## config.mk

```make
export PLATFORM = sky130hd
export DESIGN_NAME = cmd_turnaround_seq
export DESIGN_NICKNAME = d
export VERILOG_FILES = /design/src/rtl/cmd_seq_pkg.sv /design/src/rtl/seq_group_reg.sv /design/src/rtl/seq_slot_pick.sv /design/src/rtl/seq_gap_timer.sv /design/src/rtl/cmd_turnaround_seq.sv
export SDC_FILE = /design/constraint.sdc
export NUM_CORES = 1
export LEC_CHECK = 0
export ABC_AREA = 1
export BUFFER_PORTS_ARGS = -buffer_cell sky130_fd_sc_hd__clkbuf_2
export CAP_MARGIN = 0
export CORE_ASPECT_RATIO = 1.1
export CORE_UTILIZATION = 50
export DETAILED_ROUTE_END_ITERATION = 16
export MAX_ROUTING_LAYER = met4
export PLACE_DENSITY = 0.75
export SLEW_MARGIN = 25
export SYNTH_ARGS = -nofsm -noshare
export SYNTH_HDL_FRONTEND = slang
export SYNTH_HIERARCHICAL = 1
export SYNTH_SLANG_ARGS = --single-unit
```

## constraint.sdc

```tcl
create_clock -name clk_i -period 1.95 [get_ports clk_i]
set_clock_uncertainty 0.05 [all_clocks]
set_input_delay 0.2925 -clock clk_i [delete_from_list [all_inputs] [get_ports clk_i]]
set_output_delay 0.2925 -clock clk_i [all_outputs]
set_load 0.005 [all_outputs]
```

## src/rtl/cmd_seq_pkg.sv

```systemverilog
package cmd_seq_pkg;

  typedef enum logic [1:0] {
    CMD_NOP = 2'b00,
    CMD_RD  = 2'b01,
    CMD_WR  = 2'b10,
    CMD_RSV = 2'b11
  } cmd_e;

  function automatic logic cmd_active(input cmd_e c);
    return (c == CMD_RD) || (c == CMD_WR);
  endfunction

endpackage

```

## src/rtl/seq_group_reg.sv

```systemverilog
module seq_group_reg
  import cmd_seq_pkg::*;
#(
  parameter int NUM_SLOTS = 4
) (
  input  logic                   clk_i,
  input  logic                   rst_ni,
  input  logic                   load_i,
  input  logic [2*NUM_SLOTS-1:0] grp_cmd_i,
  input  logic [NUM_SLOTS-1:0]   clr_i,
  output cmd_e [NUM_SLOTS-1:0]   cmd_o,
  output logic [NUM_SLOTS-1:0]   pend_o
);

  cmd_e [NUM_SLOTS-1:0] cmd_q;
  logic [NUM_SLOTS-1:0] pend_q;
  logic [NUM_SLOTS-1:0] act_mask;

  for (genvar s = 0; s < NUM_SLOTS; s++) begin : g_act
    assign act_mask[s] = cmd_active(cmd_e'(grp_cmd_i[2*s +: 2]));
  end

  always_ff @(posedge clk_i or negedge rst_ni) begin
    if (!rst_ni) begin
      pend_q <= '0;
      for (int s = 0; s < NUM_SLOTS; s++) cmd_q[s] <= CMD_NOP;
    end else if (load_i) begin
      pend_q <= act_mask;
      for (int s = 0; s < NUM_SLOTS; s++) cmd_q[s] <= cmd_e'(grp_cmd_i[2*s +: 2]);
    end else begin
      pend_q <= pend_q & ~clr_i;
    end
  end

  assign cmd_o  = cmd_q;
  assign pend_o = pend_q;

  // a new group may only land once the held one is finishing
  p_no_load_busy_r7: assert property (@(posedge clk_i) disable iff (!rst_ni)
    load_i |-> ((pend_q & ~clr_i) == '0));

endmodule

```

## src/rtl/seq_slot_pick.sv

```systemverilog
module seq_slot_pick #(
  parameter int NUM_SLOTS = 4,
  localparam int SLOT_W = (NUM_SLOTS > 1) ? $clog2(NUM_SLOTS) : 1
) (
  input  logic [NUM_SLOTS-1:0] pend_i,
  output logic                 any_o,
  output logic [SLOT_W-1:0]    idx_o,
  output logic [NUM_SLOTS-1:0] oh_o
);

  always_comb begin
    idx_o = '0;
    for (int s = NUM_SLOTS - 1; s >= 0; s--) begin
      if (pend_i[s]) idx_o = SLOT_W'(s);
    end
  end

  assign oh_o  = pend_i & (~pend_i + NUM_SLOTS'(1));
  assign any_o = |pend_i;

endmodule

```

## src/rtl/seq_gap_timer.sv

```systemverilog
module seq_gap_timer #(
  parameter int GAP_CYCLES = 8,
  localparam int CNT_W = $clog2(GAP_CYCLES + 2)
) (
  input  logic clk_i,
  input  logic rst_ni,
  input  logic rd_issue_i,
  output logic open_o
);

  logic [CNT_W-1:0] cnt_q;

  always_ff @(posedge clk_i or negedge rst_ni) begin
    if (!rst_ni)               cnt_q <= '0;
    else if (rd_issue_i)       cnt_q <= CNT_W'(GAP_CYCLES);
    else if (cnt_q != '0)      cnt_q <= cnt_q - 1'b1;
  end

  assign open_o = (cnt_q == '0);

  // once open, only a read can close the window again
  p_timer_hold_r3: assert property (@(posedge clk_i) disable iff (!rst_ni)
    (open_o && !rd_issue_i) |=> open_o);

endmodule

```

## src/rtl/cmd_turnaround_seq.sv

```systemverilog
module cmd_turnaround_seq
  import cmd_seq_pkg::*;
#(
  parameter int NUM_SLOTS  = 4,
  parameter int RD_LAT     = 8,
  parameter int WR_LAT     = 5,
  parameter int GAP_CYCLES = 8,
  localparam int SLOT_W = (NUM_SLOTS > 1) ? $clog2(NUM_SLOTS) : 1
) (
  input  logic                   clk_i,
  input  logic                   rst_ni,
  input  logic                   grp_valid_i,
  output logic                   grp_ready_o,
  input  logic [2*NUM_SLOTS-1:0] grp_cmd_i,
  output logic [1:0]             cmd_o,
  output logic [SLOT_W-1:0]      slot_o
);

  cmd_e [NUM_SLOTS-1:0] cmd_q;
  logic [NUM_SLOTS-1:0] pend;
  logic [NUM_SLOTS-1:0] head_oh;
  logic [NUM_SLOTS-1:0] clr;
  logic [SLOT_W-1:0]    head_idx;
  logic                 any_pend;
  logic                 gap_open;
  cmd_e                 head_cmd;
  logic                 issue;
  logic                 last_issue;
  logic                 rd_issue;
  logic                 accept;

  seq_group_reg #(.NUM_SLOTS(NUM_SLOTS)) u_grp (
    .clk_i     (clk_i),
    .rst_ni    (rst_ni),
    .load_i    (accept),
    .grp_cmd_i (grp_cmd_i),
    .clr_i     (clr),
    .cmd_o     (cmd_q),
    .pend_o    (pend)
  );

  seq_slot_pick #(.NUM_SLOTS(NUM_SLOTS)) u_pick (
    .pend_i (pend),
    .any_o  (any_pend),
    .idx_o  (head_idx),
    .oh_o   (head_oh)
  );

  seq_gap_timer #(.GAP_CYCLES(GAP_CYCLES)) u_gap (
    .clk_i      (clk_i),
    .rst_ni     (rst_ni),
    .rd_issue_i (rd_issue),
    .open_o     (gap_open)
  );

  assign head_cmd   = cmd_q[head_idx];
  // a write waits for the turnaround window; reads never wait
  assign issue      = any_pend && ((head_cmd != CMD_WR) || gap_open);
  assign rd_issue   = issue && (head_cmd == CMD_RD);
  assign clr        = issue ? head_oh : '0;
  assign last_issue = issue && ((pend & ~head_oh) == '0);

  assign grp_ready_o = !any_pend || last_issue;
  assign accept      = grp_valid_i && grp_ready_o;

  assign cmd_o  = issue ? head_cmd : CMD_NOP;
  assign slot_o = issue ? head_idx : '0;

  // output-side observer of read-to-write spacing
  localparam int SAT     = ((RD_LAT > GAP_CYCLES) ? RD_LAT : GAP_CYCLES) + 1;
  localparam int SINCE_W = $clog2(SAT + 1);
  localparam int TURN    = (RD_LAT > WR_LAT) ? (RD_LAT - WR_LAT) : 0;
  localparam logic [SINCE_W-1:0] SAT_L  = SINCE_W'(SAT);
  localparam logic [SINCE_W-1:0] GAP_L  = SINCE_W'(GAP_CYCLES);
  localparam logic [SINCE_W-1:0] TURN_L = SINCE_W'(TURN);

  logic [SINCE_W-1:0] since_rd_q;

  always_ff @(posedge clk_i or negedge rst_ni) begin
    if (!rst_ni)                     since_rd_q <= SAT_L;
    else if (cmd_o == CMD_RD)        since_rd_q <= SINCE_W'(1);
    else if (since_rd_q != SAT_L)    since_rd_q <= since_rd_q + 1'b1;
  end

  p_rd_wr_gap_r3: assert property (@(posedge clk_i) disable iff (!rst_ni)
    (cmd_o == CMD_WR) |-> (since_rd_q > GAP_L));

  p_bus_safe_r9: assert property (@(posedge clk_i) disable iff (!rst_ni)
    (cmd_o == CMD_WR) |-> (since_rd_q > TURN_L));

  p_one_slot_r1: assert property (@(posedge clk_i) disable iff (!rst_ni)
    $onehot0(clr));

  p_nop_tag_r8: assert property (@(posedge clk_i) disable iff (!rst_ni)
    (cmd_o == CMD_NOP) |-> (slot_o == '0));

endmodule

```

---- After elaboration in Yosys (flattened, before gate mapping) ----
Index checks and enable logic that the tools add are counted.
word-level totals
  word-level logic and storage cells ...... 53
  register bits ........................... 16
  input port bits ......................... 11
  output and inout port bits .............. 5
cells by class
  bitwise operators ....................... 6
  equal/unequal tests ..................... 10
  reduce and logical (&&, ||, !) cells .... 16
  $lt $le $gt $ge ......................... 1
  $add $sub $neg .......................... 2
  multiplexer cells ....................... 12
operators with widths
  operator             count
  $mux 4               4
  $mux 2               7
  $and 4x4->4          3
  $not 4->4            3
  $eq 2x1->1 const B   5
  $eq 2x2->1 const B   4
  $logic_not 4->1      2
  $logic_or 1x1->1     6
  $add 4x1->4 const B  1
  $bmux 2 s2           1
  $logic_and 1x1->1    4
  $reduce_bool 4->1    1
  $reduce_or 4->1      1
  $sub 4x1->4 const B  1
  $lt 2x3->1 const B   1
  $ne 2x2->1 const B   1
  $reduce_bool 2->1    1
  $logic_not 1->1      1

---- Depth between registers and ports, before layout ----
  depth in word-level cells ............... 13
  depth in mapped cells ................... 14
  depth with buffers taken out ............ 13

---- Modules after synthesis ----
The synthesis kept the hierarchy.
modules (own cells, without submodules)
  module              cells an instance  instances  area an instance (µm²)
  seq_group_reg       59                 1          551.8
  seq_gap_timer       29                 1          242.7
  cmd_turnaround_seq  49                 1          221.5
  seq_slot_pick       15                 1          65.1

---- Worst setup path before layout ----
No wires, ideal clock.
  path kind ............................... reg2reg
  start point ............................. reg u_grp.pend_q[0] (netlist: u_grp/pend_o[0])
  end point ............................... reg u_grp.cmd_q (netlist bit u_grp/cmd_o[3])
  required time ........................... 1,781 ps
  arrival time ............................ 1,683 ps
  cell stages (with the launch flop) ...... 14
  library setup time ...................... 119 ps
  setup slack ............................. 99 ps
  cell sequence ........................... dfrtp_1 > inv_2 > nand2_2 > nor2_1 > inv_1 > nand3_1 > nand2_2 > nand3_4 > nand2_2 > a21oi_1 > inv_2 > buf_6 > nand2_1 > o21ai_2
between the ends
  longest elaborated chain between the ends .. 9
  elaborated cells between the ends (all ways) .. 17
  those cells by class .................... add/sub (1); eq/ne (1); mux (3); bitwise (4); reduce/logical (8)
ends and longest elaborated chain
  element                       RTL line                  text
  start, declared               seq_group_reg.sv:16       logic [NUM_SLOTS-1:0] pend_q;
  start signal, assigned        seq_group_reg.sv:28       pend_q <= act_mask;
  start signal, assigned        seq_group_reg.sv:31       pend_q <= pend_q & ~clr_i;
  $mux 2                        seq_slot_pick.sv:14       if (pend_i[s]) idx_o = SLOT_W'(s);
  via head_idx[1]               cmd_turnaround_seq.sv:23  logic [SLOT_W-1:0] head_idx;
  $bmux 2 s2                    cmd_turnaround_seq.sv:56  assign head_cmd = cmd_q[head_idx];
  $mux 2 (implied by the code)  cmd_turnaround_seq.sv:56
  $ne 2x2->1                    cmd_turnaround_seq.sv:58  assign issue = any_pend && ((head_cmd != CMD_WR) || gap_open);
  $logic_or 1x1->1              cmd_turnaround_seq.sv:58
  $logic_and 1x1->1             cmd_turnaround_seq.sv:58
  $logic_and 1x1->1             cmd_turnaround_seq.sv:61  assign last_issue = issue && ((pend & ~head_oh) == '0);
  $logic_or 1x1->1              cmd_turnaround_seq.sv:63  assign grp_ready_o = !any_pend || last_issue;
  $logic_and 1x1->1             cmd_turnaround_seq.sv:64  assign accept = grp_valid_i && grp_ready_o;
  via accept                    cmd_turnaround_seq.sv:30  logic accept;
  end, declared                 seq_group_reg.sv:15       cmd_e [NUM_SLOTS-1:0] cmd_q;
The timed path passes the listed nets, and every way through them passes these cells. The select of a mux whose other input is x is not followed.
A chain may end at the register's enable or synchronous reset.

---- Final worst setup path ----
  start point ............................. reg u_grp.pend_q[1] (netlist: u_grp/pend_o[1])
  end point ............................... out slot_o[0]
between the ends
  longest elaborated chain between the ends .. 8
  elaborated cells between the ends (all ways) .. 9
  those cells by class .................... eq/ne (1); mux (5); reduce/logical (3)
ends and longest elaborated chain
  element                       RTL line                  text
  $mux 2 (2 in series)          seq_slot_pick.sv:14
  via head_idx[1]               cmd_turnaround_seq.sv:23
  $bmux 2 s2                    cmd_turnaround_seq.sv:56
  $mux 2 (implied by the code)  cmd_turnaround_seq.sv:56
  $ne 2x2->1                    cmd_turnaround_seq.sv:58
  $logic_or 1x1->1              cmd_turnaround_seq.sv:58
  $logic_and 1x1->1             cmd_turnaround_seq.sv:58
  $mux 2                        cmd_turnaround_seq.sv:67  assign slot_o = issue ? head_idx : '0;
  end, declared                 cmd_turnaround_seq.sv:16  output logic [SLOT_W-1:0] slot_o
The timed path passes the listed nets, and every way through them passes these cells. The select of a mux whose other input is x is not followed.

==> impl_metrics.toml <==
[status]
status = "complete, but fails checks"
violations = "negative setup slack"

[timing]
relSlewSlack_pct = 72.91
rsz0062_at_grt = "yes"
max_freq_ghz = 0.5007
post-route-min-period_ns = 1.997
timing.final.max_slew_violations = 0
setup_slack_ns = -0.04723
hold_viol_final = 0
finalSetupViolCount = 4
fin_crit_sh_pct = 102.4
worstMarginPinSlew_ns = 0.4063
setup_tns_ns = -0.1234

[final_layout]
layout-drive-gt1-share_pct = 39.33
fillers = 169
synthToLayoutAreaGrowth_pct = 25.93
nNetsFinal = 192
fin_area_um2 = 1361
antenna_cells = 0

[drt]
wirelength_mm = 2.287
antenna_left = 0
vias = 986
wire_per_inst_um = 11.10
vias_per_cell = 4.786
firstDrtPassIters = 4
drtIter0Drc = 17
drc = 0

[worst_setup_path]
cpPeakStageDelay_ns = 0.45
slowest_stage = "dfrtp_1"
r2r-end = "u_grp/pend_o[2]$_DFF_PN0_"
cp-end-kind = "output port"
worstPathCellList = "inv_2, nand2_2, nor2_4, inv_2, nand3_2, nand2_4, nand3_4, nand2_4, nor2_4, clkbuf_2"
worstPathRequired_ns = 1.61
arrival_ns = 1.65
r2r_cells = 12
r2r_start = "u_grp/pend_o[1]$_DFF_PN0_"
r2r_setup_slack_ns = 0.09
start_kind = "flop"
worstSetupPathType = "flop to output port"
worstPathMaxFanout = 4

[floorplan]
dieArea_um2 = 2352
io_pins = 16
core-area_um2 = 2021
start_util_pct = 53.50
die_y_um = 50.77
die_x_um = 46.34
fp-row-count = 17

[power]
power_mw = 2.784
leakagePower_nw = 0.7557
powerDensity_nw_per_um2 = 2045
vdd_ir_drop_max_mv = 1.065

[synth]
synth_seq_cells = 16
ys_async_sr_fraction_pct = 100.0
synth_cells = 152
synth.largest_area_cell = "dfrtp_1"
synth.avg_cell_area_um2 = 7.112
yosys-top-cells-count = "nand2_1, inv_1, dfrtp_1, nor2_1, nand3_1"
synthFlopType = "dfrtp_1"
syn-cell-area_um2 = 1081
ys_types = 19
ys_seq_area_share_pct = 37.04
synth_most_common_cell = "nand2_1"
synth-edff-count = 0
syn-num-nets = 165
ys_top_cells_by_area = "dfrtp_1, nand2_1, inv_1"
synth.yosys.warnings = 6
synth_top_area_share_pct = 37.04

[place]
port_buffers = 15
dpl_cell_area_um2 = 1199
gp_congestion = 0.7798
dp_hpwl_mm = 1.665

[clock_network]
clk_path_buf_depth = 2
cts_tree = "built"
cts.sink_count = 16
h-tree-depth = 1
cts-root-buf = "clkbuf_4"
cts_buffers = 3
clk_pin_slew_worst_paths_ns = 0.10
insertion_delay_ns = 0.28

[global_routing]
gr-total-overflow = 0
grtUsageTotal_pct = 22.32
grt_max_degree = 21
grt_pass1_vias = 907
grt_pass1_wl_mm = 3.670
antenna_found_initial = 0

[hold_path]
min_to = "u_grp/cmd_o[5]$_DFFE_PN0P_"
holdPathStages = 3
hold_path.startpoint = "grp_cmd_i[5]"
hold_class = "input pin to flop"

[job]
maxCapViolations = 0
-- cells in the final DEF (no fill, tap or decap), types with 2 or more instances in the layout --
master    netlist  layout
inv_4           1       3
nand3_1        14       9
nand3_2         0       5
ha_1            2       2
inv_2           7       6
nand2_2         4       8
clkbuf_4        0       3
inv_1          25      24
buf_4           1       9
dfrtp_1        16      16
clkbuf_2        0      15
nor2_4          0       2
o21ai_2         8       8
nand3b_1        4       4
nand2_4         1       4
nand2_1        45      38
nor2_2          0       2
nand3_4         2       2
nor2_1         16      12
-- worst max-delay path, delay by kind of cell (launching register included) --
kind / cells / cell delay [ns]
simple gates: 7 / 0.64
buf+inv: 3 / 0.28
flops: 1 / 0.45
-- metrics by stage --
stage               util [%]  hold slack [ns]  std cells  setup WS (ns)
finish                 67.37           0.1911        206       -0.04723
global route           67.37           0.1818        206        -0.1449
CTS                    64.46           0.1877        206       -0.01917
detailed placement     59.32           0.1962        197       -0.04729
global placement       59.32           0.1902        197        0.03155
floorplan                  -         -0.05309        152        0.09859
-- flip-flops by register name, indices dropped and copies added, names as in the netlist --
signal        flops
u_gap/cnt_q       4
u_grp/cmd_o       8
u_grp/pend_o      4
-- how the worst max path moves through the flow --
stage	from	endpoint	slack (ns)
after detailed placement	u_grp/pend_o[1]$_DFF_PN0_	u_grp/pend_o[1]$_DFF_PN0_	-0.05
after CTS	u_grp/pend_o[2]$_DFF_PN0_	slot_o[1]	-0.02
final	u_grp/pend_o[1]$_DFF_PN0_	slot_o[0]	-0.05
after global routing	u_grp/pend_o[0]$_DFF_PN0_	grp_ready_o	-0.14
after floorplan	u_grp/pend_o[0]$_DFF_PN0_	u_grp/cmd_o[3]$_DFFE_PN0P_	0.1
after global placement	u_grp/pend_o[1]$_DFF_PN0_	u_grp/pend_o[3]$_DFF_PN0_	0.03
-- logic make-up after synthesis --
logic type	Yosys count	share of synthesized area, %
xor+xnor	1	0.8103
simple gates	88	38.43
compound gates	9	6.944
fa+ha+maj	2	2.314
buf+inv	36	14.47
flops	16	37.04
-- power by group --
group | internal [mW] | switching [mW]
Clock | 0.114 | 0.104
Combinational | 0.795 | 1.14
Sequential | 0.501 | 0.126
Total | 1.41 | 1.37
-- layer usage --
layer	global-route usage, %	share of wire, %	vias up
li1	-	-	514
met1	28.25	44	453
met2	34.95	52	17
met3	3.237	3.1	2
met4	8.824	0.70	0
met5	-	0	-
-- repair_timing --
item,in CTS,in global routing
resized for setup,9,16
pin swaps,4,5
hold buffers,1,0
endpoints found under the setup margin,16,16
setup buffers,4,0
endpoints found under the hold margin,16,0
-- final cells by class --
class / instances / area (µm²) / area share [%]
flip-flops and latches: 16 / 400.4 / 29.41
clock buffers: 4 / 36.28 / 2.665
multi-input cells: 100 / 605.6 / 44.49
well taps: 28 / 35.03 / 2.574
repair buffers: 25 / 152.6 / 11.21
inverters: 33 / 131.4 / 9.651
(Power assumes the default switching activity.)
